<file path="src/rtl/nest_irq_pkg.sv">
`timescale 1ns/1ps
package nest_irq_pkg;
  localparam int ID_W = 10;
  localparam logic [ID_W-1:0] ID_NONE = '1;

  // A source is re-armed on completion only when it is level-sensitive,
  // enabled, still asserted and aimed at this processor.
  function automatic logic refire_ok(input logic edge_trig, input logic en,
                                     input logic lvl, input logic to_me);
    return !edge_trig && en && lvl && to_me;
  endfunction
endpackage

</file>
<file path="src/rtl/nest_link_table.sv">
`timescale 1ns/1ps
module nest_link_table
  import nest_irq_pkg::*;
#(
  parameter int NUM_IRQ = 64
) (
  input  logic            clk,
  input  logic            rst_n,
  input  logic            we,
  input  logic [ID_W-1:0] w_idx,
  input  logic [ID_W-1:0] w_val,
  input  logic [ID_W-1:0] ra_idx,
  output logic [ID_W-1:0] ra_val,
  input  logic [ID_W-1:0] rb_idx,
  output logic [ID_W-1:0] rb_val
);
  localparam int IX_W = $clog2(NUM_IRQ);
  localparam logic [ID_W-1:0] LIM = ID_W'(NUM_IRQ);

  logic [ID_W-1:0] links [NUM_IRQ];

  function automatic logic in_range(input logic [ID_W-1:0] i);
    return i < LIM;
  endfunction

  always_ff @(posedge clk) begin
    if (!rst_n) begin
      for (int i = 0; i < NUM_IRQ; i++) links[i] <= ID_NONE;
    end else if (we && in_range(w_idx)) begin
      links[w_idx[IX_W-1:0]] <= w_val;
    end
  end

  assign ra_val = in_range(ra_idx) ? links[ra_idx[IX_W-1:0]] : ID_NONE;
  assign rb_val = in_range(rb_idx) ? links[rb_idx[IX_W-1:0]] : ID_NONE;

  // a back-link is only ever written with an in-range ID or "none"
  a_r3_link_value_sane: assert property (@(posedge clk) disable iff (!rst_n)
    we |-> (w_val == ID_NONE || w_val < LIM));
endmodule

</file>
<file path="src/rtl/nest_chain_walker.sv">
`timescale 1ns/1ps
module nest_chain_walker
  import nest_irq_pkg::*;
#(
  parameter int NUM_IRQ = 64
) (
  input  logic            clk,
  input  logic            rst_n,
  input  logic            start,
  input  logic [ID_W-1:0] start_at,
  input  logic [ID_W-1:0] find_id,
  input  logic [ID_W-1:0] link_val,
  output logic            busy,
  output logic [ID_W-1:0] cursor,
  output logic [ID_W-1:0] find,
  output logic            splice_we
);
  localparam int STEP_W = $clog2(NUM_IRQ + 2) + 1;

  logic              hit;
  logic              chain_end;
  logic [STEP_W-1:0] steps;

  assign hit       = busy && (link_val == find) && (link_val != ID_NONE);
  assign chain_end = busy && (link_val == ID_NONE);
  assign splice_we = hit;

  always_ff @(posedge clk) begin
    if (!rst_n) begin
      busy   <= 1'b0;
      cursor <= ID_NONE;
      find   <= ID_NONE;
      steps  <= '0;
    end else if (start) begin
      busy   <= 1'b1;
      cursor <= start_at;
      find   <= find_id;
      steps  <= '0;
    end else if (busy) begin
      steps <= steps + 1'b1;
      if (hit || chain_end) busy <= 1'b0;
      else                  cursor <= link_val;
    end
  end

  // the walk always terminates within the number of sources
  a_r9_walk_bounded: assert property (@(posedge clk) disable iff (!rst_n)
    busy |-> steps < STEP_W'(NUM_IRQ));
  // a splice ends the walk
  a_r9_splice_ends_walk: assert property (@(posedge clk) disable iff (!rst_n)
    splice_we |=> !busy);
  // no new walk can start on top of a running one
  a_r10_no_restart: assert property (@(posedge clk) disable iff (!rst_n)
    busy |-> !start);
endmodule

</file>
<file path="src/rtl/nest_run_ctrl.sv">
`timescale 1ns/1ps
module nest_run_ctrl
  import nest_irq_pkg::*;
#(
  parameter int NUM_IRQ = 64,
  parameter int PRIO_W  = 8
) (
  input  logic                           clk,
  input  logic                           rst_n,
  input  logic                           ack_req,
  input  logic [ID_W-1:0]                hp_id,
  input  logic [PRIO_W-1:0]              hp_prio,
  input  logic                           eoi_req,
  input  logic [ID_W-1:0]                eoi_id,
  input  logic [NUM_IRQ-1:0][PRIO_W-1:0] src_prio,
  input  logic [NUM_IRQ-1:0]             src_edge,
  input  logic [NUM_IRQ-1:0]             src_en,
  input  logic [NUM_IRQ-1:0]             src_level,
  input  logic [NUM_IRQ-1:0]             src_to_me,
  input  logic [NUM_IRQ-1:0]             src_all,
  input  logic                           walk_busy,
  input  logic [ID_W-1:0]                link_run,
  output logic                           link_we,
  output logic [ID_W-1:0]                link_w_idx,
  output logic [ID_W-1:0]                link_w_val,
  output logic                           walk_start,
  output logic                           ack_valid,
  output logic [ID_W-1:0]                ack_id,
  output logic                           clr_valid,
  output logic [ID_W-1:0]                clr_id,
  output logic                           clr_all,
  output logic                           rep_valid,
  output logic [ID_W-1:0]                rep_id,
  output logic [ID_W-1:0]                run_id,
  output logic [PRIO_W:0]                run_prio
);
  localparam int IX_W = $clog2(NUM_IRQ);
  localparam logic [ID_W-1:0] LIM = ID_W'(NUM_IRQ);
  localparam logic [PRIO_W:0] IDLE_PRIO = {1'b1, {PRIO_W{1'b0}}};

  function automatic logic [PRIO_W:0] prio_at(input logic [ID_W-1:0] i);
    if (i == ID_NONE || i >= LIM) return IDLE_PRIO;
    return {1'b0, src_prio[i[IX_W-1:0]]};
  endfunction

  logic            hp_in, eoi_in;
  logic [IX_W-1:0] hp_ix, eoi_ix;
  logic            ack_go, ack_ok, eoi_go, eoi_run, rearm;
  logic [PRIO_W:0] restore_prio;

  assign hp_in  = hp_id < LIM;
  assign hp_ix  = hp_id[IX_W-1:0];
  assign eoi_in = eoi_id < LIM;
  assign eoi_ix = eoi_id[IX_W-1:0];

  // completion wins over acknowledge; both stall behind a walk
  assign ack_go  = ack_req && !walk_busy && !eoi_req;
  assign ack_ok  = ack_go && hp_in && ({1'b0, hp_prio} < run_prio);
  assign eoi_go  = eoi_req && !walk_busy && (run_id != ID_NONE);
  assign eoi_run = eoi_go && (eoi_id == run_id);
  assign rearm   = eoi_go && eoi_in &&
                   refire_ok(src_edge[eoi_ix], src_en[eoi_ix],
                             src_level[eoi_ix], src_to_me[eoi_ix]);

  assign restore_prio = prio_at(link_run);
  assign walk_start   = eoi_go && !eoi_run;
  assign link_we      = ack_ok;
  assign link_w_idx   = hp_id;
  assign link_w_val   = run_id;

  always_ff @(posedge clk) begin
    if (!rst_n) begin
      run_id    <= ID_NONE;
      run_prio  <= IDLE_PRIO;
      ack_valid <= 1'b0;
      ack_id    <= ID_NONE;
      clr_valid <= 1'b0;
      clr_id    <= ID_NONE;
      clr_all   <= 1'b0;
      rep_valid <= 1'b0;
      rep_id    <= ID_NONE;
    end else begin
      ack_valid <= ack_go;
      ack_id    <= ack_ok ? hp_id : ID_NONE;
      clr_valid <= ack_ok;
      rep_valid <= rearm;
      if (ack_ok) begin
        clr_id   <= hp_id;
        clr_all  <= src_all[hp_ix];
        run_id   <= hp_id;
        run_prio <= {1'b0, hp_prio};
      end else if (eoi_run) begin
        run_id   <= link_run;
        run_prio <= restore_prio;
      end
      if (rearm) rep_id <= eoi_id;
    end
  end

  // a refused acknowledge never clears pending state
  a_r2_reject_no_clear: assert property (@(posedge clk) disable iff (!rst_n)
    (ack_valid && ack_id == ID_NONE) |-> !clr_valid);
  // an accepted interrupt is the running one right away
  a_r3_ack_sets_run: assert property (@(posedge clk) disable iff (!rst_n)
    (ack_valid && ack_id != ID_NONE) |-> (run_id == ack_id && clr_valid));
  // idle ID and idle priority always travel together
  a_r7_idle_prio: assert property (@(posedge clk) disable iff (!rst_n)
    (run_id == ID_NONE) |-> (run_prio == IDLE_PRIO));
  // completion with nothing running stays silent
  a_r5_idle_eoi_quiet: assert property (@(posedge clk) disable iff (!rst_n)
    (eoi_req && run_id == ID_NONE && !walk_busy) |=> (!rep_valid && $stable(run_id)));
  // running state frozen during a walk, and no answer to a request
  a_r9_run_stable_walk: assert property (@(posedge clk) disable iff (!rst_n)
    walk_busy |=> ($stable(run_id) && $stable(run_prio)));
  a_r10_no_ack_busy: assert property (@(posedge clk) disable iff (!rst_n)
    walk_busy |=> !ack_valid);
  // completion takes the cycle, acknowledge is dropped
  a_r11_eoi_wins: assert property (@(posedge clk) disable iff (!rst_n)
    (ack_req && eoi_req) |=> !ack_valid);
endmodule

</file>
<file path="src/rtl/nest_irq_tracker.sv">
`timescale 1ns/1ps
module nest_irq_tracker
  import nest_irq_pkg::*;
#(
  parameter int NUM_IRQ = 64,
  parameter int PRIO_W  = 8
) (
  input  logic                           clk,
  input  logic                           rst_n,
  input  logic                           ack_req,
  input  logic [9:0]                     hp_id,
  input  logic [PRIO_W-1:0]              hp_prio,
  input  logic                           eoi_req,
  input  logic [31:0]                    eoi_val,
  input  logic [NUM_IRQ-1:0][PRIO_W-1:0] src_prio,
  input  logic [NUM_IRQ-1:0]             src_edge,
  input  logic [NUM_IRQ-1:0]             src_en,
  input  logic [NUM_IRQ-1:0]             src_level,
  input  logic [NUM_IRQ-1:0]             src_to_me,
  input  logic [NUM_IRQ-1:0]             src_all,
  output logic                           ack_valid,
  output logic [9:0]                     ack_id,
  output logic                           clr_valid,
  output logic [9:0]                     clr_id,
  output logic                           clr_all,
  output logic                           rep_valid,
  output logic [9:0]                     rep_id,
  output logic [9:0]                     run_id,
  output logic [PRIO_W:0]                run_prio,
  output logic                           busy
);
  logic [ID_W-1:0] eoi_id;
  logic            eoi_hi_unused;
  logic            walk_start, splice_we, ack_link_we;
  logic [ID_W-1:0] cursor, find, ack_w_idx, ack_w_val;
  logic [ID_W-1:0] ra_idx, ra_val, rb_val;
  logic            tab_we;
  logic [ID_W-1:0] tab_w_idx, tab_w_val;

  assign eoi_id        = eoi_val[ID_W-1:0];
  assign eoi_hi_unused = ^eoi_val[31:ID_W];

  // port A follows the walk cursor while busy, otherwise the running ID
  assign ra_idx    = busy ? cursor : run_id;
  assign tab_we    = splice_we | ack_link_we;
  assign tab_w_idx = splice_we ? cursor : ack_w_idx;
  assign tab_w_val = splice_we ? rb_val : ack_w_val;

  nest_link_table #(.NUM_IRQ(NUM_IRQ)) u_links (
    .clk(clk), .rst_n(rst_n),
    .we(tab_we), .w_idx(tab_w_idx), .w_val(tab_w_val),
    .ra_idx(ra_idx), .ra_val(ra_val),
    .rb_idx(find), .rb_val(rb_val)
  );

  nest_chain_walker #(.NUM_IRQ(NUM_IRQ)) u_walk (
    .clk(clk), .rst_n(rst_n),
    .start(walk_start), .start_at(run_id), .find_id(eoi_id),
    .link_val(ra_val), .busy(busy), .cursor(cursor), .find(find),
    .splice_we(splice_we)
  );

  nest_run_ctrl #(.NUM_IRQ(NUM_IRQ), .PRIO_W(PRIO_W)) u_run (
    .clk(clk), .rst_n(rst_n),
    .ack_req(ack_req), .hp_id(hp_id), .hp_prio(hp_prio),
    .eoi_req(eoi_req), .eoi_id(eoi_id),
    .src_prio(src_prio), .src_edge(src_edge), .src_en(src_en),
    .src_level(src_level), .src_to_me(src_to_me), .src_all(src_all),
    .walk_busy(busy), .link_run(ra_val),
    .link_we(ack_link_we), .link_w_idx(ack_w_idx), .link_w_val(ack_w_val),
    .walk_start(walk_start),
    .ack_valid(ack_valid), .ack_id(ack_id),
    .clr_valid(clr_valid), .clr_id(clr_id), .clr_all(clr_all),
    .rep_valid(rep_valid), .rep_id(rep_id),
    .run_id(run_id), .run_prio(run_prio)
  );

  // table writes from splice and acknowledge never collide
  a_r9_single_writer: assert property (@(posedge clk) disable iff (!rst_n)
    !(splice_we && ack_link_we));
endmodule

</file>
<file path="config.mk">
export PLATFORM = sky130hd
export DESIGN_NAME = nest_irq_tracker
export DESIGN_NICKNAME = d
export VERILOG_FILES = /design/src/rtl/nest_irq_pkg.sv /design/src/rtl/nest_link_table.sv /design/src/rtl/nest_chain_walker.sv /design/src/rtl/nest_run_ctrl.sv /design/src/rtl/nest_irq_tracker.sv
export SDC_FILE = /design/constraint.sdc
export NUM_CORES = 2
export LEC_CHECK = 0
export BUFFER_PORTS_ARGS = -buffer_cell sky130_fd_sc_hd__buf_2
export CAP_MARGIN = 10
export CORE_MARGIN = 8
export CORE_UTILIZATION = 30
export CTS_BUF_LIST = sky130_fd_sc_hd__clkbuf_16
export CTS_CLUSTER_DIAMETER = 50
export DETAILED_ROUTE_END_ITERATION = 16
export HOLD_SLACK_MARGIN = 0.08
export SYNTH_ARGS = -nofsm -noshare
export SYNTH_HDL_FRONTEND = slang
export SYNTH_SLANG_ARGS = --single-unit
</file>
<file path="constraint.sdc">
create_clock -name clk -period 10.1 [get_ports clk]
set_input_delay 2.02 -clock clk [delete_from_list [all_inputs] [get_ports clk]]
set_output_delay 2.02 -clock clk [all_outputs]
set_load 0.1 [all_outputs]
</file>
==> flow_summary.ini <==
[status]
status = complete, no violations

[yosys]
synth_compound_area_share_pct = 16.2
ys.flop_type = edfxtp_1
fraction_of_synthesized_area_in_multiplexers_pct = 16.4
syn-mean-instance-area_um2 = 10.5
synth_cells = 4632
number_of_synthesized_register_bits = 720
netlist_area_um2 = 48500
synth_simple_gate_area_share_pct = 19.0
synth.distinct_cells = 95
synth_top_family_by_area = simple AND/OR/NAND/NOR gates
synth.yosys.seq_area_share_pct = 42.9
ys_warnings = 0
edff_count_synth = 640
ys_async_sr_fraction_pct = 0
mappedNetlistNets = 5525
synth_fa_ha_area_share_pct = 0.181
synth-xor-area-share_pct = 0.235

[detailed_routing]
avgRoutedWirePerCell_um = 38.8
dr_total_vias = 49282
dr.first_iter.drc_count = 8834
avgViaCountPerCell = 6.41
drc_errors = 0
drt-total-wl_um = 298000
detail_route.first_pass.iterations = 8
final_antenna_net_count = 0

[power]
clockPowerShare_pct = 47.0
p_seq_share_pct = 42.0
pwr-share-comb_pct = 10.9
p_sw_mw = 2.09
leakagePower_nw = 19.6
internal_power_mw = 5.65
power_density_nw_per_um2 = 131
irDropWorstVdd_mv = 0.123
net_switching_share_of_the_total_power_pct = 27.0

[global_route]
grt_max_degree = 112
busiest_layer = met2
use_met2_pct = 46.9
via_count_of_the_first_global_routing_pass = 45083
grt_util_all_layers_pct = 32.1
groute.layer.met1.usage_pct = 40.6
grt_pass1_wl_um = 393000
use_met3_pct = 9.98
grt_overflow_total = 0
grt_antenna_before_repair = 93

[clock_tree]
cts_root_buffer = clkbuf_16
post_cts_hold_buffer_count = 0
cts_max_level = 3
cts_tree = built
cts.sink_count = 720
numCtsBuffers = 100
clk-insertion-delay-late_ns = 0.71
post_cts_resize_count = 0
clk_pin_slew_ns = 0.05
post-cts-setup-buffer-count = 0
maximum_count_of_clock_buffers_along_a_single_path = 3

[floorplan]
io-pin-count = 940
die_width_um = 418
fp.dieArea_um2 = 175000
start_util_pct = 30.2
fp.dieH_um = 418
placementRows = 147
fp.coreArea_um2 = 161000

[place]
gp_routability_congestion = 1.05
port_buffers = 917
hpwlAfterDp_um = 225000

[finish]
final_layout_size_suffix_gt1_share_pct = 31.6
fin_nets = 6276
final_common_cell = buf_2
mostFrequentLayoutCells = buf_2 (917), edfxtp_1 (640), nand2_1 (584)
area_added_between_synthesis_and_finish_pct = 22.0

[sta]
share_of_the_clock_period_used_by_the_worst_path_after_layout_pct = 79.7
timing_max_transition_violations_final = 0
timing.fmax_mhz = 124
finalWorstPathRequiredPeriod_ns = 8.05
hold_slack_ns = 0.443
timing.final.hold_violations = 0
maxSlewHeadroom_pct = 2.82
rsz0062_at_grt = false
finClkSkew_ns = 0.0377
setup_total_negative_slack_ns = 0
finalSetupViolCount = 0
timing_worst_slew_pin_value_ns = 1.46

[setup_path]
worstSetupEndpointType = register
crit_path_max_fanout = 26
timing.critical_path.arrival_ns = 8.36
worst_r2r_startpoint = u_walk.busy
critical_path_source_type = register
worst_setup_path_startpoint = u_walk.busy
critical_path_required_ns = 10.42
setup.worst_path.class = register to register

[min_path]
worstHoldStart = u_run.clr_id[7]
timing.hold.worst.class = register to register

[run]
drv_cap = 0
[sequential cells by signal, summed over array words and instances (netlist names), named ones only]
| register | count |
|---|---|
| u_run.clr_id | 10 |
| u_run.clr_all | 1 |
| u_walk.find | 10 |
| u_run.rep_valid | 1 |
| u_run.link_w_val | 10 |
| u_run.rep_id | 10 |
| u_links.links | 640 |
| u_walk.cursor | 10 |
| u_run.ack_valid | 1 |
| u_walk.busy | 1 |
| u_run.ack_id | 10 |
| u_run.clr_valid | 1 |
| u_run.run_prio | 9 |
[metal layers]
metal / share of wire [%] / vias to the layer above
li1: - / 19475
met1: 36 / 24536
met2: 42 / 4401
met3: 13 / 838
met4: 8.4 / 32
met5: 0.077 / -
[final cells by class]
type	count	area, um^2
Fill cell	16041	101000
Multi-Input combinational cell	3384	25500
Sequential cell	720	20800
Timing Repair Buffer	1137	6430
Tap cell	2160	2700
Clock buffer	101	2530
Clock inverter	86	848
Inverter	40	150
Antenna cell	57	143
[cell usage after synthesis, types with 38 or more instances]
cell type	instances	area, um^2
nand4_1	44	275
dfxtp_1	80	1600
o211ai_1	91	683
o22ai_1	82	513
a21o_1	49	368
and3_1	38	238
inv_1	39	146
a22oi_1	134	1010
mux2i_1	133	1330
mux4_2	276	6220
o21ai_0	140	701
nor3_1	45	225
nand2_1	588	2210
nand3_1	369	1850
nor2_1	302	1130
clkbuf_1	249	935
buf_1	47	176
o21bai_1	63	473
a21oi_1	113	566
edfxtp_1	640	19200
nand2b_1	280	1750
a211oi_1	48	360
nand4b_1	57	499
buf_2	140	701
[per-stage QoR]
stage / setup WS (ns) / utilization, % / area (um^2) / cells / total power [mW]
floorplan: 4.90 / - / 48500 / 4632 / 3.66
global placement: 2.45 / 34.6 / 55600 / 7439 / 4.12
detailed placement: 2.38 / 34.6 / 55600 / 7439 / 4.13
CTS: 2.36 / 36.7 / 59000 / 7626 / 7.70
global route: 2.03 / 36.8 / 59000 / 7655 / 7.86
finish: 2.05 / 36.8 / 59100 / 7685 / 7.74
[critical path, cell delays in order, from the launching register on]
cell      delay [ns]
dfxtp_2         0.51
buf_4           0.40
inv_1           0.50
and3_1          0.40
a31oi_1         0.59
nor3_1          0.16
nor4_2          1.00
a22o_1          0.65
nor3_1          0.09
or4b_1          0.60
a21oi_2         0.21
nand4b_1        0.59
buf_12          0.42
buf_4           0.20
buf_4           0.18
o32ai_2         0.26
buf_4           0.27
or2_1           0.59
[kinds of logic (layout without fill, tap and decap cells)]
group,after synthesis,in the layout
AND/OR/NAND/NOR,1870,1870
XOR/XNOR,13,13
AO/OA/AOI/OAI,1053,1053
adder cells (fa/ha/maj),7,7
flip-flops,720,720
buffers and inverters,528,1364
multiplexers,441,441
other,0,57
[power by group through the flow]
stage / Clock, mW / Combinational, mW / Sequential [mW]
finish: 3.64 / 0.847 / 3.26
global placement: 0 / 0.806 / 3.32
floorplan: 0 / 0.349 / 3.32
CTS: 3.63 / 0.815 / 3.26
global route: 3.75 / 0.857 / 3.26
detailed placement: 0 / 0.813 / 3.32
[path summary, 6_finish.rpt]
path	end	slack, ns	cells after the start
setup reg to reg	u_links.links[39][9]	2.05	17
hold reg to reg	u_run.clr_id[7]	0.44	2
hold / removal	u_run.clr_id[7]	0.44	2
setup / recovery	u_links.links[39][9]	2.05	17
Power figures use the tool's default switching activity.
